[config.mk]
export PLATFORM = sky130hd
export DESIGN_NAME = csi_payload_extractor
export DESIGN_NICKNAME = d
export VERILOG_FILES = /design/src/rtl/csi_strip_pkg.sv /design/src/rtl/csi_hdr_decode.sv /design/src/rtl/csi_byte_budget.sv /design/src/rtl/csi_strip_ctrl.sv /design/src/rtl/csi_payload_extractor.sv
export SDC_FILE = /design/constraint.sdc
export NUM_CORES = 1
export LEC_CHECK = 0
export CAP_MARGIN = 20
export CORE_ASPECT_RATIO = 0.7
export CORE_MARGIN = 8
export CORE_UTILIZATION = 50
export CTS_BUF_LIST = sky130_fd_sc_hd__clkbuf_8
export CTS_CLUSTER_DIAMETER = 80
export DETAILED_ROUTE_END_ITERATION = 10
export DONT_BUFFER_PORTS = 1
export PLACE_DENSITY = 0.71
export SLEW_MARGIN = 0
export SYNTH_ARGS = -nofsm -noshare
export SYNTH_HDL_FRONTEND = slang
export SYNTH_HIERARCHICAL = 1
export SYNTH_SLANG_ARGS = --single-unit
[constraint.sdc]
create_clock -name clk -period 2.6 [get_ports clk]
set_input_delay 0.26 -clock clk [delete_from_list [all_inputs] [get_ports clk]]
set_output_delay 0.26 -clock clk [all_outputs]
set_load 0.1 [all_outputs]
[src/rtl/csi_strip_pkg.sv]
package csi_strip_pkg;

  // Parser phase within one high-speed burst
  typedef enum logic [1:0] {
    ST_HUNT  = 2'd0,  // next valid word is a header
    ST_PASS  = 2'd1,  // forwarding payload against the byte budget
    ST_DRAIN = 2'd2   // discard until the burst ends
  } strip_state_e;

  typedef struct packed {
    logic [1:0]  vc;
    logic [5:0]  dt;
    logic [15:0] wc;
  } hdr_fields_t;

  localparam logic [5:0] LONG_DT_MIN = 6'h10;

  function automatic logic dt_is_long(input logic [5:0] dt);
    return dt >= LONG_DT_MIN;
  endfunction

endpackage

[src/rtl/csi_hdr_decode.sv]
module csi_hdr_decode
  import csi_strip_pkg::*;
#(
  parameter int          BYTE_W   = 8,
  parameter logic [5:0]  MATCH_DT = 6'h2B
) (
  input  logic [3*BYTE_W-1:0] hdr_bytes,  // header bytes 0..2, byte 0 lowest
  output hdr_fields_t         fields,
  output logic                is_long,
  output logic                is_match
);
  localparam int HB = 3;

  logic [BYTE_W-1:0] hb [HB];

  for (genvar g = 0; g < HB; g++) begin : g_split
    assign hb[g] = hdr_bytes[g*BYTE_W +: BYTE_W];
  end

  always_comb begin
    fields.dt = hb[0][5:0];
    fields.vc = hb[0][7:6];
    // word count arrives low byte first
    fields.wc = {hb[2], hb[1]};
  end

  assign is_long  = dt_is_long(fields.dt);
  assign is_match = is_long && (fields.dt == MATCH_DT);

endmodule

[src/rtl/csi_byte_budget.sv]
module csi_byte_budget #(
  parameter int LANES = 4,
  parameter int WC_W  = 16
) (
  input  logic             clk,
  input  logic             rst_n,
  input  logic             load,
  input  logic [WC_W-1:0]  load_val,
  input  logic             consume,
  output logic [LANES-1:0] lane_en,
  output logic             last_beat,
  output logic             nonzero
);
  localparam logic [WC_W-1:0] STEP = WC_W'(LANES);

  logic [WC_W-1:0] rem_q;

  always_ff @(posedge clk) begin
    if (!rst_n)        rem_q <= '0;
    else if (load)     rem_q <= load_val;
    else if (consume)  rem_q <= last_beat ? '0 : rem_q - STEP;
  end

  for (genvar i = 0; i < LANES; i++) begin : g_lane
    assign lane_en[i] = rem_q > WC_W'(i);
  end

  assign last_beat = rem_q <= STEP;
  assign nonzero   = rem_q != '0;

  // the budget only ever shrinks when a word is taken
  p_budget_shrinks_r6: assert property (@(posedge clk) disable iff (!rst_n)
    (consume && !load && nonzero) |=> (rem_q < $past(rem_q)));

  // a stalled word leaves the budget untouched
  p_budget_holds_r9: assert property (@(posedge clk) disable iff (!rst_n)
    (!consume && !load) |=> $stable(rem_q));

endmodule

[src/rtl/csi_strip_ctrl.sv]
module csi_strip_ctrl
  import csi_strip_pkg::*;
(
  input  logic         clk,
  input  logic         rst_n,
  input  logic         in_valid,
  input  logic         hdr_long,
  input  logic         hdr_match,
  input  logic         hdr_wc_zero,
  input  logic         beat,
  input  logic         budget_last,
  output strip_state_e state
);
  strip_state_e nxt;

  always_comb begin
    nxt = state;
    if (!in_valid) begin
      nxt = ST_HUNT;
    end else begin
      unique case (state)
        ST_HUNT:  nxt = (hdr_match && !hdr_wc_zero) ? ST_PASS : ST_DRAIN;
        ST_PASS:  if (beat && budget_last) nxt = ST_DRAIN;
        ST_DRAIN: nxt = ST_DRAIN;
        default:  nxt = ST_HUNT;
      endcase
    end
  end

  always_ff @(posedge clk) begin
    if (!rst_n) state <= ST_HUNT;
    else        state <= nxt;
  end

  // end of burst always re-arms the header search
  p_drop_rearms_r8: assert property (@(posedge clk) disable iff (!rst_n)
    !in_valid |=> (state == ST_HUNT));

  // a short-packet header never opens the payload path
  p_short_dropped_r4: assert property (@(posedge clk) disable iff (!rst_n)
    (state == ST_HUNT && in_valid && !hdr_long) |=> (state == ST_DRAIN));

endmodule

[src/rtl/csi_payload_extractor.sv]
module csi_payload_extractor
  import csi_strip_pkg::*;
#(
  parameter int         LANES    = 4,
  parameter int         BYTE_W   = 8,
  parameter int         WC_W     = 16,
  parameter logic [5:0] MATCH_DT = 6'h2B
) (
  input  logic                    clk,
  input  logic                    rst_n,
  input  logic                    in_valid,
  output logic                    in_ready,
  input  logic [LANES*BYTE_W-1:0] in_data,
  output logic                    out_valid,
  input  logic                    out_ready,
  output logic [LANES*BYTE_W-1:0] out_data,
  output logic [LANES-1:0]        out_byte_en,
  output logic [5:0]              pkt_dtype,
  output logic [1:0]              pkt_vc,
  output logic [WC_W-1:0]         pkt_len
);
  localparam int HDR_BITS = 3 * BYTE_W;

  strip_state_e state;
  hdr_fields_t  hdr;
  logic         hdr_long, hdr_match, hdr_take, take_match;
  logic         in_pass, beat;
  logic [LANES-1:0] lane_en;
  logic         budget_last, budget_nz;

  csi_hdr_decode #(.BYTE_W(BYTE_W), .MATCH_DT(MATCH_DT)) u_dec (
    .hdr_bytes (in_data[HDR_BITS-1:0]),
    .fields    (hdr),
    .is_long   (hdr_long),
    .is_match  (hdr_match)
  );

  assign in_pass    = (state == ST_PASS);
  assign hdr_take   = (state == ST_HUNT) && in_valid;
  assign take_match = hdr_take && hdr_match;
  assign beat       = in_pass && in_valid && out_ready;

  csi_byte_budget #(.LANES(LANES), .WC_W(WC_W)) u_budget (
    .clk       (clk),
    .rst_n     (rst_n),
    .load      (take_match),
    .load_val  (WC_W'(hdr.wc)),
    .consume   (beat),
    .lane_en   (lane_en),
    .last_beat (budget_last),
    .nonzero   (budget_nz)
  );

  csi_strip_ctrl u_ctrl (
    .clk         (clk),
    .rst_n       (rst_n),
    .in_valid    (in_valid),
    .hdr_long    (hdr_long),
    .hdr_match   (hdr_match),
    .hdr_wc_zero (hdr.wc == '0),
    .beat        (beat),
    .budget_last (budget_last),
    .state       (state)
  );

  // back-pressure reaches upstream only while payload is flowing
  assign in_ready    = in_pass ? out_ready : 1'b1;
  assign out_valid   = in_pass && in_valid;
  assign out_byte_en = out_valid ? lane_en : '0;
  assign out_data    = in_data;

  always_ff @(posedge clk) begin
    if (!rst_n) begin
      pkt_dtype <= '0;
      pkt_vc    <= '0;
      pkt_len   <= '0;
    end else if (take_match) begin
      pkt_dtype <= hdr.dt;
      pkt_vc    <= hdr.vc;
      pkt_len   <= WC_W'(hdr.wc);
    end
  end

  // nothing leaves while a header is being decoded
  p_hdr_silent_r2: assert property (@(posedge clk) disable iff (!rst_n)
    (state == ST_HUNT) |-> !out_valid);

  // enables are a contiguous run starting at lane 0
  p_en_contig_r6: assert property (@(posedge clk) disable iff (!rst_n)
    out_valid |-> (out_byte_en[0] && (((out_byte_en + 1'b1) & out_byte_en) == '0)));

  // forwarding is only possible with budget left
  p_pass_budget_r6: assert property (@(posedge clk) disable iff (!rst_n)
    in_pass |-> budget_nz);

  // outside payload the block never stalls its source
  p_ready_free_r9: assert property (@(posedge clk) disable iff (!rst_n)
    !in_pass |-> in_ready);

  // side outputs change only after an accepted header
  p_meta_hold_r7: assert property (@(posedge clk) disable iff (!rst_n)
    !take_match |=> ($stable(pkt_len) && $stable(pkt_dtype) && $stable(pkt_vc)));

endmodule

[After elaboration in Yosys (flattened, before gate mapping)]
Index checks and enable logic that the tools add are counted.
Word-level totals
  register bits after elaboration: 42
  output and inout port bits: 62
  bits of input ports: 36
  word-level logic and storage cells: 36
Operators by class
  eq/ne operators: 4
  add/subtract/negate cells: 1
  reductions and logical operators: 12
  multiplexer cells: 8
  magnitude comparators: 6
Operator list (number)
  $mux W16: 3
  $gt A16 B1 Y1 const B: 2
  $gt A16 B2 Y1 const B: 2
  $le A16 B3 Y1 const B: 1
  $logic_not A16 Y1: 1
  $sub A16 B3 Y16 const B: 1
  $logic_and A1 B1 Y1: 7
  $eq A6 B6 Y1 const B: 1
  $ge A6 B5 Y1 const B: 1
  $pmux W2 S3: 1
  $mux W2: 2
  $mux W4: 1
  $eq A2 B1 Y1 const B: 1
  $eq A2 B2 Y1 const B: 1
  $logic_not A2 Y1: 1
  $ne A2 B1 Y1 const B: 1
  $reduce_and A2 Y1: 1
  $reduce_bool A2 Y1: 1
  $logic_not A1 Y1: 1
  $mux W1: 1

[Logic depth before layout (Yosys ltp)]
Gate-level depths: netlist of run 1.
  depth in word-level cells: 6
  depth in mapped cells: 11
  gate-level depth less buffers: 7

[Cells and area by module]
The synthesis of run 1 kept the hierarchy.
Modules (own cells, without submodules)
  csi_payload_extractor: area an instance 1298.7 µm², instances 1, cells each 149, seq. area each 480.5 µm²
  csi_byte_budget: area an instance 1071.0 µm², instances 1, cells each 134, seq. area each 320.3 µm²
  csi_hdr_decode: area an instance 207.7 µm², instances 1, cells each 27, seq. area each 0.0 µm²
  csi_strip_ctrl: area an instance 148.9 µm², instances 1, cells each 16, seq. area each 40.0 µm²

[Worst setup path before layout of run 1]
No wires, ideal clock.
  path type: reg2reg
  start point: register u_ctrl.state[0]
  end point: register u_budget.rem_q[13]
  cell stages (with the launch flop): 7
  library setup time: 0.130 ns
  buffers on the path: 1
  arrival: 2.304 ns
  data required time: 2.470 ns
  setup slack: 0.166 ns
  period minus slack after synthesis: 2.434 ns
  path through: dfxtp_1 and3b_1 and2_1 clkbuf_1 nand4_1 o41ai_1 a21oi_1
On the way
  word-level cells in the longest chain between the ends: 4
  elaborated cells between the ends (all ways): 8
  those cells by class: 1 x eq/ne; 1 x mux; 6 x reduce/logical
RTL lines
  start: declaration: RTL line csi_strip_ctrl.sv:12  | output strip_state_e state
  start signal: assignment: RTL line csi_strip_ctrl.sv:32  | else state <= nxt;
  $eq A2 B1 Y1: RTL line csi_payload_extractor.sv:38  | assign in_pass = (state == ST_PASS);
  $logic_and A1 B1 Y1
  net out_valid: RTL line csi_payload_extractor.sv:14  | output logic out_valid,
  $logic_and A1 B1 Y1: RTL line csi_payload_extractor.sv:41  | assign beat = in_pass && in_valid && out_ready;
  net beat: RTL line csi_payload_extractor.sv:27  | logic in_pass, beat;
  $reduce_bool A2 Y1 (no line)
  end signal: assignment: RTL line csi_byte_budget.sv:20  | else if (load) rem_q <= load_val;
  end signal: assignment: RTL line csi_byte_budget.sv:21  | else if (consume) rem_q <= last_beat ? '0 : rem_q - STEP;
  end: declaration: RTL line csi_byte_budget.sv:16  | logic [WC_W-1:0] rem_q;
The timed path passes the listed nets, and every way through them passes these cells.
A chain may end at the register's enable or synchronous reset.

[Worst setup path after layout of run 1]
  start point: register u_budget.rem_q[3]
  end point: output port out_byte_en[0]
On the way
  word-level cells in the longest chain between the ends: 2
RTL lines
  $gt A16 B1 Y1: RTL line csi_byte_budget.sv:25  | assign lane_en[i] = rem_q > WC_W'(i);
  $mux W4: RTL line csi_payload_extractor.sv:69  | assign out_byte_en = out_valid ? lane_en : '0;
  end: declaration: RTL line csi_payload_extractor.sv:17  | output logic [LANES-1:0] out_byte_en,
Every way passes these cells.

==> reports/results.tsv, run 1 <==
metric	value	unit
status	finished clean	
cp_cell_sequence	inv_1 > ha_4 > nor4b_4 > buf_4 > nand4_1 > or3_1 > and2_1 > buf_6	
cts_tree	yes	
synthesis.nets	365	
wirelength	6070	um
mostFrequentLayoutCells	nand2_1 (57), dfxtp_1 (42), mux2i_1 (24), a21oi_1 (17), buf_4 (15)	
post_route_cells_drive_above_1_share	0.144	
rsz0062_at_grt	no	
nets	316	
ant_nets	0	
grt_max_degree	62	
setup_viol	0	
grt_pass1_vias	1860	
start_util	0.517	
dieArea	8090	um^2
synth_cells	325	
path_buf_inv	3	
end_kind	output port	
path_depth	8	
setup_slack	0.205	ns
maxCapViolations	0	
dp_slack	0.326	ns
wl_per_cell	17.4	um
clk_latency	0.30	ns
reg2reg_to	u_ctrl/state[0]	
die_w	104	um
fin_crit	2.40	ns
final_max_slew_viol_count	0	
clock-sinks	42	
r2r-start	u_budget/rem_q[7]	
fp.dieH	77.7	um
crit_path_end	out_byte_en[0]	
holdWs	0.0944	ns
r2r_cells	7	
portBuffers	0	
track_usage	0.143	
slowest_stage	dfxtp_1	
hold_path.class	primary input to register	
ctsRootBufferMaster	clkbuf_8	
critical_path_arrival	2.14	ns
hpwl	4350	um
fin_crit_sh	0.921	
vias	2020	
drt_iter0_drc	99	
vias_per_cell	5.79	
p_leak	0.891	nW
critPathMaxStageDelay	0.35	ns
slew-limit-headroom	0.337	
gp_congestion	0.889	
hold_viol	0	
row_count	22	
fillers	502	
worst_pin_slew	0.993	ns
avgSynthCellArea	8.37	um^2
fp.coreArea	5260	um^2
power.density	481	nW/um^2
vdd_ir_drop_max	292	uV
dr.pass1.iters	4	
path_max_fanout	6	
final_common_cell	nand2_1	
drcViolationCount	0	
start_kind	register	
ios	98	
overflow	0	
cts_htree_levels	2	
criticalPathCategory	register to output port	
syn2layout_area_growth	-6.39	%
crit_family	simple AND/OR/NAND/NOR gates	
cp-startpoint	u_budget/rem_q[3]	
fmax	417	MHz
clock_skew	0.00613	ns
num_antenna_cells	0	
finalSetupTns	0	ns
antenna_found_initial	0	
cp.required	2.34	ns
regToRegSetupSlack	0.55	ns
clk_pin_slew	0.08	ns
synthesis.area	2720	um^2
grt_pass1_wl	9650	um
cts_made_buffers	5	
yosys_warnings	6	
cts.path.max_buffers	2	
## state kept, by name, summed over array words and instances, names as in the netlist
| name | flops |
|---|---|
| u_ctrl/state | 2 |
| pkt_vc | 2 |
| pkt_len | 16 |
| pkt_dtype | 6 |
| u_budget/rem_q | 16 |
## through the flow
stage	cells	utilization	total power [mW]	instance area, um^2
final	349	0.484	1.23	2550
after global routing	349	0.484	1.27	2550
after CTS	349	0.479	1.24	2520
after detailed placement	341	0.457	0.728	2400
after global placement	341	0.457	0.727	2400
after floorplan	325	-	0.991	2720
## report_power, final
part	internal, mW	switching (mW)	total [mW]
logic	0.0242	0.0315	0.0557
clock network	0.283	0.229	0.511
registers	0.646	0.0127	0.659
total	0.953	0.273	1.23
## worst reg2reg max path, delay by kind of cell (launching register included)
| family | cells | cell delay, ns |
|---|---|---|
| buffers and inverters | 1 | 0.21 |
| flip-flops | 1 | 0.38 |
| AO/OA/AOI/OAI | 2 | 0.28 |
| AND/OR/NAND/NOR | 4 | 1.12 |
## timing repair
item / in CTS / in global routing
buffers inserted: 0 / 0
pin swaps: 0 / 1
gates resized for setup: 1 / 5
hold buffers: 0 / 0
setup endpoints to repair: 1 / 3
## final cells by class
cell class                      instances  area, um^2  share of cell area
Clock buffer                            5        68.8              0.0270
Sequential cell                        42         841               0.330
Timing Repair Buffer                   16         124              0.0486
Inverter                               10        37.5              0.0147
Multi-Input combinational cell        201        1340               0.528
Tap cell                               72        90.1              0.0354
Clock inverter                          3        41.3              0.0162
## metal layers
metal	track usage	part of all wire	vias up
met5	0	0	-
met4	0.0504	0.011	0
met3	0.0635	0.12	9
met2	0.207	0.42	97
met1	0.184	0.45	936
li1	-	-	978
## worst min path at each step
stage / from / end / slack, ns / depth (start not counted)
2_1_floorplan: in_valid / u_ctrl/state[0] / 0.40 / 2
3_5_place_dp: in_data[2] / pkt_dtype[2] / 0.41 / 2
4_1_cts: in_data[2] / pkt_dtype[2] / 0.09 / 2
5_1_grt: in_data[3] / pkt_dtype[3] / 0.08 / 2
3_3_place_gp: in_data[20] / pkt_len[12] / 0.41 / 2
6_report: in_data[2] / pkt_dtype[2] / 0.09 / 2
No activity file was read; power rests on OpenSTA's default activity.
==> run 2: changes to the inputs <==
--- a/config.mk
+++ b/config.mk
@@ -5,6 +5,7 @@
 export SDC_FILE = /design/constraint.sdc
 export NUM_CORES = 1
 export LEC_CHECK = 0
+export ABC_AREA = 1
 export CAP_MARGIN = 20
 export CORE_ASPECT_RATIO = 0.7
 export CORE_MARGIN = 8
==> reports/results.tsv, run 2 <==
metric	value	unit
p_leak	1.24	nW
power	1.19	mW
r2r-start	u_budget/rem_q[2]	
cts_tree	yes	
num_antenna_cells	0	
cts.path.max_buffers	2	
clock-sinks	42	
hold_path.class	primary input to register	
mostFrequentLayoutCells	nand2_1 (88), inv_1 (56), nor2_1 (56), dfxtp_1 (42)	
criticalPathCategory	register to output port	
dr.pass1.iters	4	
die_w	108	um
final_max_slew_viol_count	0	
clock_skew	0.00862	ns
nets	427	
power.density	442	nW/um^2
hpwl	4900	um
fin_crit_sh	0.899	
drcViolationCount	0	
track_usage	0.151	
fin_crit	2.34	ns
grt_pass1_vias	2119	
synthesis.nets	478	
row_count	23	
ctsHoldBuffers	0	
post_cts.repair.setup_buffers	0	
maxCapViolations	0	
status	finished clean	
finalSetupTns	0	ns
vias	2311	
hold_viol	0	
rsz0062_at_grt	no	
cts_made_buffers	5	
synthesis.area	2930	um^2
detailed_place.area	2610	um^2
grt_pass1_wl	10600	um
fp.coreArea	5700	um^2
vias_per_cell	4.99	
post_route_cells_drive_above_1_share	0.137	
synth_cells	438	
ios	98	
clk_pin_slew	0.08	ns
start_util	0.515	
syn2layout_area_growth	-7.98	%
ctsRootBufferMaster	clkbuf_8	
end_kind	output port	
slowest_stage	dfxtp_1	
vdd_ir_drop_max	185	uV
clk_latency	0.29	ns
fp.dieH	80.1	um
fmax	428	MHz
slew-limit-headroom	0.322	
drt_iter0_drc	115	
start_kind	register	
ant_nets	0	
design_area	2700	um^2
gp_congestion	0.891	
cp.required	2.34	ns
avgSynthCellArea	6.70	um^2
wirelength	6420	um
yosys_warnings	6	
cp-startpoint	u_budget/rem_q[2]	
worst_pin_slew	1.02	ns
path_max_fanout	4	
dieArea	8610	um^2
critical_path_arrival	2.08	ns
hp-start	rst_n	
setup_viol	0	
wl_per_cell	13.9	um
antenna_found_initial	0	
critPathMaxStageDelay	0.37	ns
final_common_cell	nand2_1	
portBuffers	0	
cp_cell_sequence	inv_2 > ha_1 > nand2_1 > nor2_1 > nand2_1 > nor2_2 > o21ai_0 > inv_1 > nor2_2 > buf_4	
reg_top3	pkt_len (16), u_budget/rem_q (16), pkt_dtype (6)	
overflow	0	
grt_max_degree	49	
cts_htree_levels	2	
==> run 2: final cells by class <==
cell class / instances / area, um^2
inverters: 57 / 214
repair buffers: 16 / 120
multi-input cells: 265 / 1340
clock inverters: 2 / 8.76
clock buffers: 6 / 82.6
well taps: 75 / 93.8
flip-flops and latches: 42 / 841
fillers: 618 / 3000
==> run 2: timing repair <==
item / CTS / global route
resized for setup: 0 / 1
setup endpoints to repair: 0 / 1
hold endpoints to repair: 0 / 0
==> run 2: final timing paths <==
kind | slack, ns | to | cells past startpoint
worst max-delay path | 0.26 | out_byte_en[2] | 10
worst min-delay path | 0.08 | pkt_vc[0] | 2
worst max register to register | 0.59 | u_ctrl/state[1] | 12
worst min register to register | 0.49 | pkt_len[12] | 2
==> run 2: through the flow <==
step            util  cells  hold WS (ns)  setup WS, ns
2_1_floorplan      -    438         0.381         0.333
3_3_place_gp   0.457    455         0.385         0.597
3_5_place_dp   0.457    455         0.388         0.510
4_1_cts        0.473    463        0.0742         0.177
5_1_grt        0.474    463        0.0735        0.0938
6_report       0.474    463        0.0832         0.264
==> run 2: metal layers <==
metal,up-vias,track usage,wire [um]
li1,1199,-,-
met4,0,0.0538,70
met3,6,0.0631,690
met2,71,0.210,2560
met5,-,0,0
met1,1035,0.203,3100
==> run 2: where the power goes <==
part | switching, mW | internal [mW] | total [mW]
registers | 0.0185 | 0.647 | 0.665
clock network | 0.227 | 0.211 | 0.437
logic | 0.0624 | 0.0287 | 0.0911
total | 0.307 | 0.886 | 1.19
==> run 2: worst max-delay path, delay by kind of cell, from the launching register on <==
family | cells | cell delay, ns
AOI/OAI and AO/OA | 1 | 0.12
adders and majority gates | 1 | 0.21
buffers and inverters | 3 | 0.41
and+or+nand+nor | 5 | 0.67
DFF | 1 | 0.37
